<file path="config.mk">
export PLATFORM = sky130hd
export DESIGN_NAME = tuner_i2c_regs
export DESIGN_NICKNAME = d
export VERILOG_FILES = /design/src/rtl/tuner_pkg.sv /design/src/rtl/tuner_bus_sync.sv /design/src/rtl/tuner_bus_fsm.sv /design/src/rtl/tuner_reg_bank.sv /design/src/rtl/tuner_i2c_regs.sv
export SDC_FILE = /design/constraint.sdc
export NUM_CORES = 1
export LEC_CHECK = 0
export BUFFER_PORTS_ARGS = -buffer_cell sky130_fd_sc_hd__buf_2
export CAP_MARGIN = 20
export CELL_PAD_IN_SITES_DETAIL_PLACEMENT = 0
export CELL_PAD_IN_SITES_GLOBAL_PLACEMENT = 2
export CORE_MARGIN = 8
export CORE_UTILIZATION = 30
export CTS_BUF_LIST = sky130_fd_sc_hd__clkbuf_8
export DETAILED_ROUTE_END_ITERATION = 10
export HOLD_SLACK_MARGIN = 0.15
export PLACE_DENSITY = 0.78
export RECOVER_POWER = 50
export SLEW_MARGIN = 0
export SYNTH_ARGS = -nofsm -noshare
export SYNTH_HDL_FRONTEND = slang
export SYNTH_SLANG_ARGS = --single-unit
</file>
<file path="constraint.sdc">
create_clock -name clk -period 1.76 [get_ports clk]
set_input_delay 0.176 -clock clk [delete_from_list [all_inputs] [get_ports clk]]
set_output_delay 0.176 -clock clk [all_outputs]
set_load 0.03 [all_outputs]
</file>
<file path="src/rtl/tuner_pkg.sv">
package tuner_pkg;
    localparam int BYTE_W  = 8;
    localparam int RATIO_W = 15;
    localparam int PORT_W  = 5;
    localparam int SUB_W   = 2;
    localparam logic [4:0]       DEV_CODE   = 5'b11000;
    localparam logic [SUB_W-1:0] SUB_ALWAYS = 2'b01;

    typedef enum logic [2:0] {
        ST_IDLE, ST_ADDR, ST_ACK, ST_WRITE, ST_READ, ST_RACK
    } bus_state_e;

    typedef enum logic [1:0] {
        EXP_FIRST, EXP_FREQ_LO, EXP_PORT
    } pair_exp_e;

    typedef struct packed {
        logic       por;
        logic       lock;
        logic [2:0] pin;
        logic [2:0] adc;
    } status_t;

    // upper seven bits of an address byte (direction bit excluded)
    function automatic logic addr_hit(input logic [6:0] a, input logic [SUB_W-1:0] sel);
        return (a[6:2] == DEV_CODE) && ((a[1:0] == SUB_ALWAYS) || (a[1:0] == sel));
    endfunction
endpackage

</file>
<file path="src/rtl/tuner_bus_sync.sv">
module tuner_bus_sync #(
    parameter int STAGES = 2
) (
    input  logic clk,
    input  logic rst,
    input  logic scl_i,
    input  logic sda_i,
    output logic sda_s,
    output logic scl_rise,
    output logic scl_fall,
    output logic start_p,
    output logic stop_p
);
    logic [STAGES-1:0] scl_pipe, sda_pipe;
    logic scl_q, sda_q, scl_s;

    always_ff @(posedge clk) begin
        if (rst) begin
            scl_pipe <= '1;
            sda_pipe <= '1;
            scl_q    <= 1'b1;
            sda_q    <= 1'b1;
        end else begin
            scl_pipe <= {scl_pipe[STAGES-2:0], scl_i};
            sda_pipe <= {sda_pipe[STAGES-2:0], sda_i};
            scl_q    <= scl_pipe[STAGES-1];
            sda_q    <= sda_pipe[STAGES-1];
        end
    end

    assign scl_s    = scl_pipe[STAGES-1];
    assign sda_s    = sda_pipe[STAGES-1];
    assign scl_rise = scl_s & ~scl_q;
    assign scl_fall = ~scl_s & scl_q;
    assign start_p  = scl_s & scl_q & sda_q & ~sda_s;
    assign stop_p   = scl_s & scl_q & ~sda_q & sda_s;
endmodule

</file>
<file path="src/rtl/tuner_bus_fsm.sv">
module tuner_bus_fsm
    import tuner_pkg::*;
#(
    parameter int BW = BYTE_W
) (
    input  logic             clk,
    input  logic             rst,
    input  logic             scl_rise,
    input  logic             scl_fall,
    input  logic             sda_s,
    input  logic             start_p,
    input  logic             stop_p,
    input  logic [SUB_W-1:0] addr_sel,
    input  logic [BW-1:0]    status,
    output logic             drive_low,
    output logic             byte_stb,
    output logic [BW-1:0]    byte_data,
    output logic             rd_stop,
    output bus_state_e       state
);
    localparam int CW = $clog2(BW);
    localparam logic [CW-1:0] LAST = CW'(BW - 1);

    logic [CW-1:0] cnt;
    logic [BW-1:0] sh;
    logic [1:0]    ph;
    logic          rw, rd_sess;

    assign byte_data = sh;

    always_ff @(posedge clk) begin
        if (rst) begin
            state     <= ST_IDLE;
            cnt       <= '0;
            sh        <= '0;
            ph        <= '0;
            rw        <= 1'b0;
            rd_sess   <= 1'b0;
            drive_low <= 1'b0;
            byte_stb  <= 1'b0;
            rd_stop   <= 1'b0;
        end else begin
            byte_stb <= 1'b0;
            rd_stop  <= 1'b0;
            if (start_p) begin
                state     <= ST_ADDR;
                cnt       <= '0;
                drive_low <= 1'b0;
            end else if (stop_p) begin
                state     <= ST_IDLE;
                drive_low <= 1'b0;
                rd_stop   <= rd_sess;
                rd_sess   <= 1'b0;
            end else begin
                unique case (state)
                    ST_ADDR: if (scl_rise) begin
                        sh  <= {sh[BW-2:0], sda_s};
                        cnt <= cnt + 1'b1;
                        if (cnt == LAST) begin
                            if (addr_hit(sh[BW-2:0], addr_sel)) begin
                                state <= ST_ACK;
                                ph    <= '0;
                                rw    <= sda_s;
                                if (sda_s) rd_sess <= 1'b1;
                            end else begin
                                state <= ST_IDLE;
                            end
                        end
                    end
                    ST_ACK: if (scl_fall) begin
                        if (ph == 2'd0) begin
                            ph        <= 2'd1;
                            drive_low <= 1'b1;
                        end else begin
                            cnt <= '0;
                            if (rw) begin
                                state     <= ST_READ;
                                sh        <= status;
                                drive_low <= ~status[BW-1];
                            end else begin
                                state     <= ST_WRITE;
                                drive_low <= 1'b0;
                            end
                        end
                    end
                    ST_WRITE: if (scl_rise) begin
                        sh  <= {sh[BW-2:0], sda_s};
                        cnt <= cnt + 1'b1;
                        if (cnt == LAST) begin
                            byte_stb <= 1'b1;
                            state    <= ST_ACK;
                            ph       <= '0;
                        end
                    end
                    ST_READ: begin
                        if (scl_rise) begin
                            cnt <= cnt + 1'b1;
                            if (cnt == LAST) begin
                                state <= ST_RACK;
                                ph    <= '0;
                            end
                        end else if (scl_fall) begin
                            sh        <= {sh[BW-2:0], 1'b0};
                            drive_low <= ~sh[BW-2];
                        end
                    end
                    ST_RACK: begin
                        if (scl_fall && ph == 2'd0) begin
                            ph        <= 2'd1;
                            drive_low <= 1'b0;
                        end else if (scl_rise && ph == 2'd1) begin
                            if (sda_s) begin
                                state     <= ST_IDLE;
                                drive_low <= 1'b0;
                            end else begin
                                ph <= 2'd2;
                            end
                        end else if (scl_fall && ph == 2'd2) begin
                            state     <= ST_READ;
                            cnt       <= '0;
                            sh        <= status;
                            drive_low <= ~status[BW-1];
                        end
                    end
                    default: ;
                endcase
            end
        end
    end
endmodule

</file>
<file path="src/rtl/tuner_reg_bank.sv">
module tuner_reg_bank
    import tuner_pkg::*;
#(
    parameter int BW = BYTE_W,
    parameter int RW = RATIO_W,
    parameter int PW = PORT_W
) (
    input  logic          clk,
    input  logic          rst,
    input  logic          por_i,
    input  logic          start_p,
    input  logic          byte_stb,
    input  logic [BW-1:0] byte_data,
    output logic [RW-1:0] ratio_o,
    output logic [BW-1:0] ctrl_o,
    output logic [PW-1:0] ports_o
);
    localparam int HI_W = RW - BW;

    pair_exp_e      expect_q;
    logic [HI_W-1:0] ratio_hi_sh;
    logic [BW-1:0]   ctrl_sh;

    always_ff @(posedge clk) begin
        if (rst || por_i) begin
            expect_q    <= EXP_FIRST;
            ratio_hi_sh <= '0;
            ctrl_sh     <= '0;
            ratio_o     <= '0;
            ctrl_o      <= '0;
            ports_o     <= '0;
        end else if (start_p) begin
            expect_q <= EXP_FIRST;
        end else if (byte_stb) begin
            unique case (expect_q)
                EXP_FIRST: begin
                    if (byte_data[BW-1]) begin
                        ctrl_sh  <= byte_data;
                        expect_q <= EXP_PORT;
                    end else begin
                        ratio_hi_sh <= byte_data[HI_W-1:0];
                        expect_q    <= EXP_FREQ_LO;
                    end
                end
                EXP_FREQ_LO: begin
                    ratio_o  <= {ratio_hi_sh, byte_data};
                    expect_q <= EXP_FIRST;
                end
                EXP_PORT: begin
                    ctrl_o   <= ctrl_sh;
                    ports_o  <= byte_data[BW-1 -: PW];
                    expect_q <= EXP_FIRST;
                end
                default: expect_q <= EXP_FIRST;
            endcase
        end
    end
endmodule

</file>
<file path="src/rtl/tuner_i2c_regs.sv">
module tuner_i2c_regs
    import tuner_pkg::*;
#(
    parameter int SYNC_STAGES = 2
) (
    input  logic               clk,
    input  logic               rst,
    input  logic               scl_i,
    input  logic               sda_i,
    output logic               sda_drive_low_o,
    input  logic [SUB_W-1:0]   addr_sel_i,
    input  logic               por_i,
    input  logic               lock_i,
    input  logic [2:0]         port_lvl_i,
    input  logic [2:0]         adc_i,
    output logic [RATIO_W-1:0] ratio_o,
    output logic [BYTE_W-1:0]  ctrl_o,
    output logic [PORT_W-1:0]  ports_o
);
    logic sda_s, scl_rise, scl_fall, start_w, stop_w;
    logic byte_stb_w, rd_stop_w, por_flag;
    logic [BYTE_W-1:0] byte_w;
    bus_state_e state_w;
    status_t    stat;

    always_ff @(posedge clk) begin
        if (rst || por_i) por_flag <= 1'b1;
        else if (rd_stop_w) por_flag <= 1'b0;
    end

    always_comb begin
        stat.por  = por_flag;
        stat.lock = lock_i;
        stat.pin  = port_lvl_i;
        stat.adc  = adc_i;
    end

    tuner_bus_sync #(.STAGES(SYNC_STAGES)) u_sync (
        .clk(clk), .rst(rst), .scl_i(scl_i), .sda_i(sda_i),
        .sda_s(sda_s), .scl_rise(scl_rise), .scl_fall(scl_fall),
        .start_p(start_w), .stop_p(stop_w)
    );

    tuner_bus_fsm #(.BW(BYTE_W)) u_fsm (
        .clk(clk), .rst(rst), .scl_rise(scl_rise), .scl_fall(scl_fall),
        .sda_s(sda_s), .start_p(start_w), .stop_p(stop_w),
        .addr_sel(addr_sel_i), .status(stat),
        .drive_low(sda_drive_low_o), .byte_stb(byte_stb_w),
        .byte_data(byte_w), .rd_stop(rd_stop_w), .state(state_w)
    );

    tuner_reg_bank #(.BW(BYTE_W), .RW(RATIO_W), .PW(PORT_W)) u_regs (
        .clk(clk), .rst(rst), .por_i(por_i), .start_p(start_w),
        .byte_stb(byte_stb_w), .byte_data(byte_w),
        .ratio_o(ratio_o), .ctrl_o(ctrl_o), .ports_o(ports_o)
    );
endmodule

</file>
# Word level (Yosys, flattened, before mapping)
# Index checks and enable logic that the tools add are counted.
# op_classes
n_addsub	1
n_eq_ne	50
n_mux	64
bitwise	18
n_reduce_logical	39
# ops
operator	n
$mux 8	9
$mux 3	19
$reduce_and 12->1	4
$ne 2x1->1 const B	16
$ne 4x3->1 const B	8
$pmux 8 s4	1
$mux 2	13
$mux 1	18
$reduce_and 6->1	3
$pmux 3 s5	1
$not 1->1	11
$reduce_bool 2->1	5
$eq 3x3->1 const B	3
$pmux 3 s3	1
$reduce_or 3->1	3
$ne 2x2->1 const B	4
$ne 4x4->1 const B	2
$pmux 2 s4	1
$reduce_and 4->1	2
$reduce_and 8->1	1
$reduce_bool 4->1	2
$reduce_or 2->1	4
$and 1x1->1	7
$reduce_bool 7->1	1
other kinds (21)	33
# totals
regBits	73
input_bits	14
output_inout_bits	29
wordCells	193

# Depth between registers and ports, before layout
# Gate-level depths: netlist of run 1.
# logic_depth
depth_word	9
mapped_depth	7
mapped_depth_nobuf	7

# Hierarchy
# A second synthesis of run 1 with hierarchy kept.
# hier_totals
hier_cells	400
area_unflattened_um2	3470.8
# modules_own_cells
module	instances	cells_each	area_each_um2	seq_area_each_um2
tuner_reg_bank	1	193	1672.9	900.9
tuner_bus_fsm	1	187	1575.3	420.4
tuner_bus_sync	1	16	190.2	120.1
tuner_i2c_regs	1	4	32.5	20.0

# Least setup slack after synthesis of run 1
# Ideal clock, no wire load.
# synth_path
path_type	register to register
start	register u_fsm.cnt[0]
end	register u_fsm.ph[0]
setup_time_ns	0.137
arrival_time_ns	1.661
required_time_ns	1.623
setup_slack_ns	-0.038
stages_incl_launch_ff	8
n_path_buf	0
period_less_slack_ns	1.798
cell_sequence	dfxtp_1 -> ha_1 -> ha_1 -> nand3b_1 -> or3b_1 -> and4_1 -> o311ai_0 -> o31ai_2
# synth_via
elab_chain_cells	3
elab_cells_between_ends	4
classes_between	eq/ne (3); reduce/logical (1)
# synth_rtl
element	line_no	text
start, declared	tuner_bus_fsm.sv:24	logic [CW-1:0] cnt;
start signal, assigned	tuner_bus_fsm.sv:58	cnt <= cnt + 1'b1;
start signal, assigned	tuner_bus_fsm.sv:88	cnt <= cnt + 1'b1;
start signal, assigned	tuner_bus_fsm.sv:97	cnt <= cnt + 1'b1;
$eq 3x3->1 *	tuner_bus_fsm.sv:59, tuner_bus_fsm.sv:89, tuner_bus_fsm.sv:98	
$ne 2x1->1 (no source line)	--	
$reduce_and 12->1 (no source line) *	--	
end signal, assigned	tuner_bus_fsm.sv:62	ph <= '0;
end signal, assigned	tuner_bus_fsm.sv:92	ph <= '0;
end signal, assigned	tuner_bus_fsm.sv:100	ph <= '0;
end, declared	tuner_bus_fsm.sv:26	logic [1:0] ph;
# Mark *: on every way between the ends. The rest lies on a longest branch, timed or not.
# A chain may end at the register's enable or synchronous reset.

# Worst setup path in the final report of run 1
# layout_path
start	register u_fsm.ph[0]
end	register u_fsm.ph[1]
# layout_via
elab_chain_cells	4
elab_cells_between_ends	10
classes_between	eq/ne (4); mux (2); reduce/logical (4)
# layout_rtl
element	line_no	text
start signal, assigned	tuner_bus_fsm.sv:36	ph <= '0;
start signal, assigned	tuner_bus_fsm.sv:62	
start signal, assigned	tuner_bus_fsm.sv:72	ph <= 2'd1;
$eq 2x1->1 or $logic_not 2->1 (tied branches)	tuner_bus_fsm.sv:111, tuner_bus_fsm.sv:71, tuner_bus_fsm.sv:108	
$logic_and 1x1->1, on equally long branches	tuner_bus_fsm.sv:111, tuner_bus_fsm.sv:108	
$ne 3x1->1 (no source line) (tied with other cells)	--	
$reduce_and 12->1 (no source line) or $pmux 2 s4 (tied branches)	--	
# Parallel ways exist; a longest one is shown, timed or not.

==> results of run 1 <==
## worst reg2reg max path, stage by stage, from the launching register on
cell and delay (ps):
dfxtp_1 370, or4b_4 590, o211ai_2 150, and4_4 240
o31a_4 150, mux2i_1 170
## cells in the final DEF (no fill, tap or decap), drive strengths merged, types with 3 or more instances in the layout
cell type	instances
mux2i	41
dfxtp	73
o32ai	4
or2	9
nand2b	8
buf	89
dlygate4sd3	3
nor2b	3
nor2	48
o21ai	12
a21oi	25
nand3	9
a31oi	3
inv	11
clkbuf	9
nand2	26
and4b	3
nand3b	4
nor3	4
or2b	3
a211o	7
## stage by stage
step | cells | hold WS [ps] | setup slack [ps]
after floorplan | 366 | 255.3 | 6.489
after global placement | 568 | 360.3 | 11.52
after detailed placement | 568 | 363.0 | -14.80
after CTS | 587 | 159.4 | -12.43
after global routing | 590 | 170.6 | -73.73
final | 590 | 173.8 | 27.23
## worst paths after layout
kind,startpoint,end,cells after the start
worst min-delay path,lock_i,u_fsm.byte_data[6],4
worst max-delay path,u_fsm.ph[0],u_fsm.ph[1],5
worst min register to register,u_sync.scl_pipe[0],u_sync.scl_pipe[1],1
worst max register to register,u_fsm.ph[0],u_fsm.ph[1],5
## layer usage
layer	wire, um	up-vias	track usage	part of all wire
met5	0	-	0	0
met4	159	0	0.04722	0.018
met3	525	13	0.03588	0.059
met2	4097	59	0.1879	0.46
met1	4187	1332	0.1571	0.47
li1	-	1448	-	-
## area by class of cell
class	instances	area [um2]
flip-flops and latches	73	1471
clock inverters	7	100.1
inverters	8	30.03
multi-input cells	258	1827
well taps	143	178.9
repair buffers	92	638.1
clock buffers	9	123.9
fillers	1143	6854
## power by group through the flow
stage                     clock network (mW)  registers [mW]  logic, mW
after floorplan                            0            1.71      0.115
after detailed placement                   0            1.71      0.187
final                                   1.50            1.67      0.200
after global routing                    1.62            1.67      0.218
after CTS                               1.54            1.67      0.194
after global placement                     0            1.71      0.187
## kinds of logic (layout without fill, tap and decap cells)
logic type,count (synthesis),in the layout
simple gates,138,138
compound gates,73,73
flops,73,73
mux,43,43
buf+inv,35,116
fa+ha+maj,2,2
xor+xnor,2,2
## sequential cells by signal (all words and copies together) (netlist names), 3 cells and up
| signal | count |
|---|---|
| u_fsm.cnt | 3 |
| u_regs.ratio_o | 15 |
| u_fsm.state | 3 |
| u_fsm.byte_data | 8 |
| u_regs.ratio_hi_sh | 7 |
| u_regs.ports_o | 5 |
| u_regs.ctrl_sh | 8 |
| u_regs.ctrl_o | 8 |
## repair_timing
| action | 4_1_cts | 5_1_grt |
|---|---|---|
| buffers inserted | 0 | 3 |
| hold buffers | 3 | 0 |
| hold endpoints to repair | 4 | 0 |
| gates resized for setup | 3 | 18 |
| pin swaps | 0 | 5 |
| setup endpoints to repair | 4 | 42 |
==> flow_summary.toml, run 1 <==
[outcome]
status = "finished, final reports clean"

[run]
maxCapViolCount = 0

[floorplan]
die_w_um = 122.4
initial_core_util = 0.3025
fp.coreArea_mm2 = 0.01122
die_area_mm2 = 0.01497
row_count = 39
io_pins = 43
fp.dieH_um = 122.4

[timing]
grt_setup_unrepaired = "true"
slew_viol_final = 0
relSlewSlack = 0.4450
finalCritPeriodShare = 0.9845
hold_viol = 0
fin_skew_ps = 11.98
setup_viol = 0
finalSetupTns_ps = 0
worst_slew_pin_slew_ps = 832.5
fin_crit_ps = 1733
fmax_ghz = 0.5771

[placement]
hpwl_um = 6544
dpl-instance-area_mm2 = 0.004011
portBuffers = 42
gp_congestion = 0.8958

[route]
wire_per_inst_um = 15.20
vias_per_cell = 4.834
vias = 2852
ant_nets = 0
first_pass_iters = 4
finalWirelength_um = 8968
drc = 0
drt-initial-drc-count = 198

[power_and_ir_drop]
p_int_mw = 2.566
seqPwrFrac = 0.496
ir_drop_uv = 381.3
power.switching_mw = 0.8049
powerDensity_mw_per_mm2 = 771.4
p_leak_nw = 1.749
clkPwrFrac = 0.445
p_total_mw = 3.371
p_sw_frac = 0.2388
pwr-share-comb = 0.059

[clock_tree]
tritoncts = "yes"
cts-root-buf = "clkbuf_8"
clk_pin_slew_ps = 80
clkSinkCount = 73
ctsLongestPathBuffers = 2
cts_max_level = 3
clock_latency_ps = 350
cts_buffers = 9

[critical_path]
cp_slowest_cell = "or4b_4"
rrSetupSlack_ps = 30
path_buf_inv = 0
path_cells = "or4b_4, o211ai_2, and4_4, o31a_4, mux2i_1"
crit_type = "flop to flop"
worstPathArrival_ps = 2010
crit_family = "simple AND/OR/NAND/NOR gates"
required_ps = 2040
worstPathMaxFanout = 7
critPathCaptureType = "flop"
slowest_delay_ps = 590
start_kind = "flop"

[yosys]
yosysMostFrequentCell = "dfxtp_1"
synth_ff_type = "dfxtp_1"
synthCells = 366
synthXorXnorAreaFrac = 0.005160
yosysSeqAreaShare = 0.4305
synth_area_leader_cell = "dfxtp_1"
ys_seq_elements = 73
synth-simple-area-share = 0.2226
yosys-top-cells-area = "dfxtp_1 43%, mux2i_1 12%, nor2_1 5.3%, a21oi_1 3.7%, nand2_1 2.9%"
synth.net_count = 382
synth.distinct_cells = 63
yosysWarnings = 0
synth.area.mux_share = 0.1275
syn_area_mm2 = 0.003395
synth_fa_ha_area_frac = 0.007372
synth_compound_area_frac = 0.1559
synth_edf_count = 0
synth_common_cells = "73 x dfxtp_1, 48 x nor2_1, 41 x mux2i_1"
syn_area_per_cell_um2 = 9.275
synth_async_sr_flop_share = 0
synth_top_family_by_area = "simple AND/OR/NAND/NOR gates"
synth_top_area_frac = 0.4305

[layout]
area_growth_pct = 28.71
drive_gt1_frac = 0.3311
antennaDiodeCount = 0
fin_util = 0.3893
nets = 458
fin_area_mm2 = 0.004369

[grt]
grtUsageTotal = 0.1218
grt_pass1_wl_um = 14320
antenna_found_initial = 0
grt_remaining_overflow = 0
grt_max_degree = 45
grt_pass1_vias = 2723

[hold_path]
hold_path_class = "input port to flop"
No activity file was read; power rests on OpenSTA's default activity.
==> inputs of run 2 (changes only) <==
- CELL_PAD_IN_SITES_DETAIL_PLACEMENT: 0 -> not set
- CELL_PAD_IN_SITES_GLOBAL_PLACEMENT: 2 -> not set
- PLACE_DENSITY: 0.78 -> 0.55
- SYNTH_HIERARCHICAL: not set -> 1
==> flow_summary.toml, run 2 <==
[yosys]
yosysSeqAreaShare = 0.4211
syn_area_per_cell_um2 = 8.677
syn_area_mm2 = 0.003471
yosys-top-cells-area = "dfxtp_1 42%, nand2_1 9.9%, mux2i_1 7.5%, a21oi_1 6.5%, o21ai_0 1.9%"
synth_area_leader_cell = "dfxtp_1"
synth.distinct_cells = 68
synthCells = 400
yosysMostFrequentCell = "nand2_1"
synth_edf_count = 0
ys_seq_elements = 73
yosysWarnings = 6
synth_async_sr_flop_share = 0
synth_ff_type = "dfxtp_1"
synth_common_cells = "92 x nand2_1, 73 x dfxtp_1, 45 x a21oi_1"
synth.net_count = 417
synth_top_area_frac = 0.4211

[power_and_ir_drop]
ir_drop_uv = 527.0
p_leak_nw = 1.745
powerDensity_mw_per_mm2 = 683.8

[hold_path]
hold_path_class = "input port to flop"

[layout]
area_growth_pct = 33.17
fin_area_mm2 = 0.004622
layout_common_cells = "90 x nand2_1, 65 x dfxtp_1, 61 x buf_4"
antennaDiodeCount = 0
fin_util = 0.4065
drive_gt1_frac = 0.2835
nets = 520
fillers = 1190
largest_register_ffs = 15
final_common_cell = "nand2_1"
final_cells = 651
regMostFlops = "u_regs/ratio_o"

[timing]
setup_viol = 9
whs_ps = 206.6
hold_viol = 0
slew_viol_final = 0
finalCritPeriodShare = 1.044
worst_slew_pin_slew_ps = 584.1
relSlewSlack = 0.6106
fin_crit_ps = 1837
fin_skew_ps = 11.15
fmax_ghz = 0.5444
grt_setup_unrepaired = "true"
setup_slack_ps = -76.88

[route]
first_pass_iters = 4
finalWirelength_um = 9820
vias = 3216
vias_per_cell = 4.940
ant_nets = 0
wire_per_inst_um = 15.08
drt-initial-drc-count = 201
drc = 0

[clock_tree]
clock_latency_ps = 360
cts_buffers = 9
clk_pin_slew_ps = 80
cts-root-buf = "clkbuf_8"
clkSinkCount = 73
ctsLongestPathBuffers = 2
cts_max_level = 3
tritoncts = "yes"

[floorplan]
initial_core_util = 0.3053
fp.dieH_um = 123.6
die_w_um = 123.6
row_count = 39
die_area_mm2 = 0.01527
fp.coreArea_mm2 = 0.01137
io_pins = 43

[placement]
hpwl_um = 7004
dpl-instance-area_mm2 = 0.004225
place_ws_ps = -251.7
gp_congestion = 0.8840
dp.cells = 626
portBuffers = 42

[critical_path]
cp_slowest_cell = "or3_1"
crit_type = "flop to flop"
worstPathMaxFanout = 15
worstPathArrival_ps = 2120
start_kind = "flop"
required_ps = 2040
slowest_delay_ps = 360
critPathCaptureType = "flop"
path_cells = "buf_6, and4b_2, a211oi_2, o211ai_2, buf_12, or3_1, a21oi_2"

[outcome]
status = "complete, but fails checks"
violations = "setup timing"

[grt]
grt_pass1_wl_um = 15570
grt_pass1_vias = 3176
grt_max_degree = 32
grtUsageTotal = 0.1302
antenna_found_initial = 0
grt_remaining_overflow = 0

[run]
maxCapViolCount = 0
## run 2: area by class of cell
class                   count  area [um2]  share of cell area
clock inverters             7       45.04            0.009746
well taps                 143       178.9             0.03871
flip-flops and latches     73        1476              0.3194
repair buffers            114       768.2              0.1662
clock buffers               9       123.9             0.02680
multi-input cells         294        1988              0.4302
inverters                  11       41.29            0.008933
## run 2: cells by family (layout without fill, tap and decap cells)
logic type	after synthesis	after routing	synth area share
buffers and inverters	33	141	0.05191
multiplexers	26	26	0.07498
AO/OA/AOI/OAI	94	94	0.1752
flip-flops	73	73	0.4211
adder cells (fa/ha/maj)	3	3	0.01082
AND/OR/NAND/NOR	171	171	0.2660
## run 2: worst max-delay path: cells and delay by family, from the launching register on
kind / cells / cell delay [ps]
DFF: 1 / 350
AOI/OAI and AO/OA: 3 / 530
and+or+nand+nor: 2 / 600
buffers and inverters: 2 / 280
## run 2: metal layers
layer  GRT usage  routed length [um]  vias up
met3     0.03516                 430       10
met4     0.04740                 106        0
met5           0                   0        -
met1      0.1536                4409     1531
met2      0.2220                4873       56
li1            -                   -     1619
## run 2: worst paths after layout
path / cells after the start / slack [ps] / to / from
hold / removal: 2 / 210 / u_fsm/byte_data[7] / rst
setup reg to reg: 7 / -80 / u_fsm/byte_data[1] / u_sync/scl_q
setup / recovery: 7 / -80 / u_fsm/byte_data[1] / u_sync/scl_q
hold reg to reg: 1 / 400 / por_flag / u_fsm/rd_stop
## run 2: where the power goes
group	leakage, nW	switching, mW	internal (mW)
combinational	1.06	0.159	0.146
clock	0.0915	0.673	0.512
sequential	0.591	0.0103	1.66
total	1.74	0.842	2.32
## run 2: what timing repair did
| action | 4_1_cts | 5_1_grt |
|---|---|---|
| pin swaps | 4 | 5 |
| setup endpoints to repair | 21 | 43 |
| buffers inserted | 2 | 3 |
| hold buffers | 3 | 0 |
| endpoints found under the hold margin | 3 | 0 |
| resized for setup | 23 | 23 |
| gates cloned | 0 | 1 |
## run 2: stage by stage
stage / TNS, ps / power [mW]
floorplan: -2.433 / 1.872
global placement: -1299 / 1.980
detailed placement: -1827 / 1.982
CTS: -418.0 / 3.184
global route: -1869 / 3.304
finish: -495.3 / 3.160
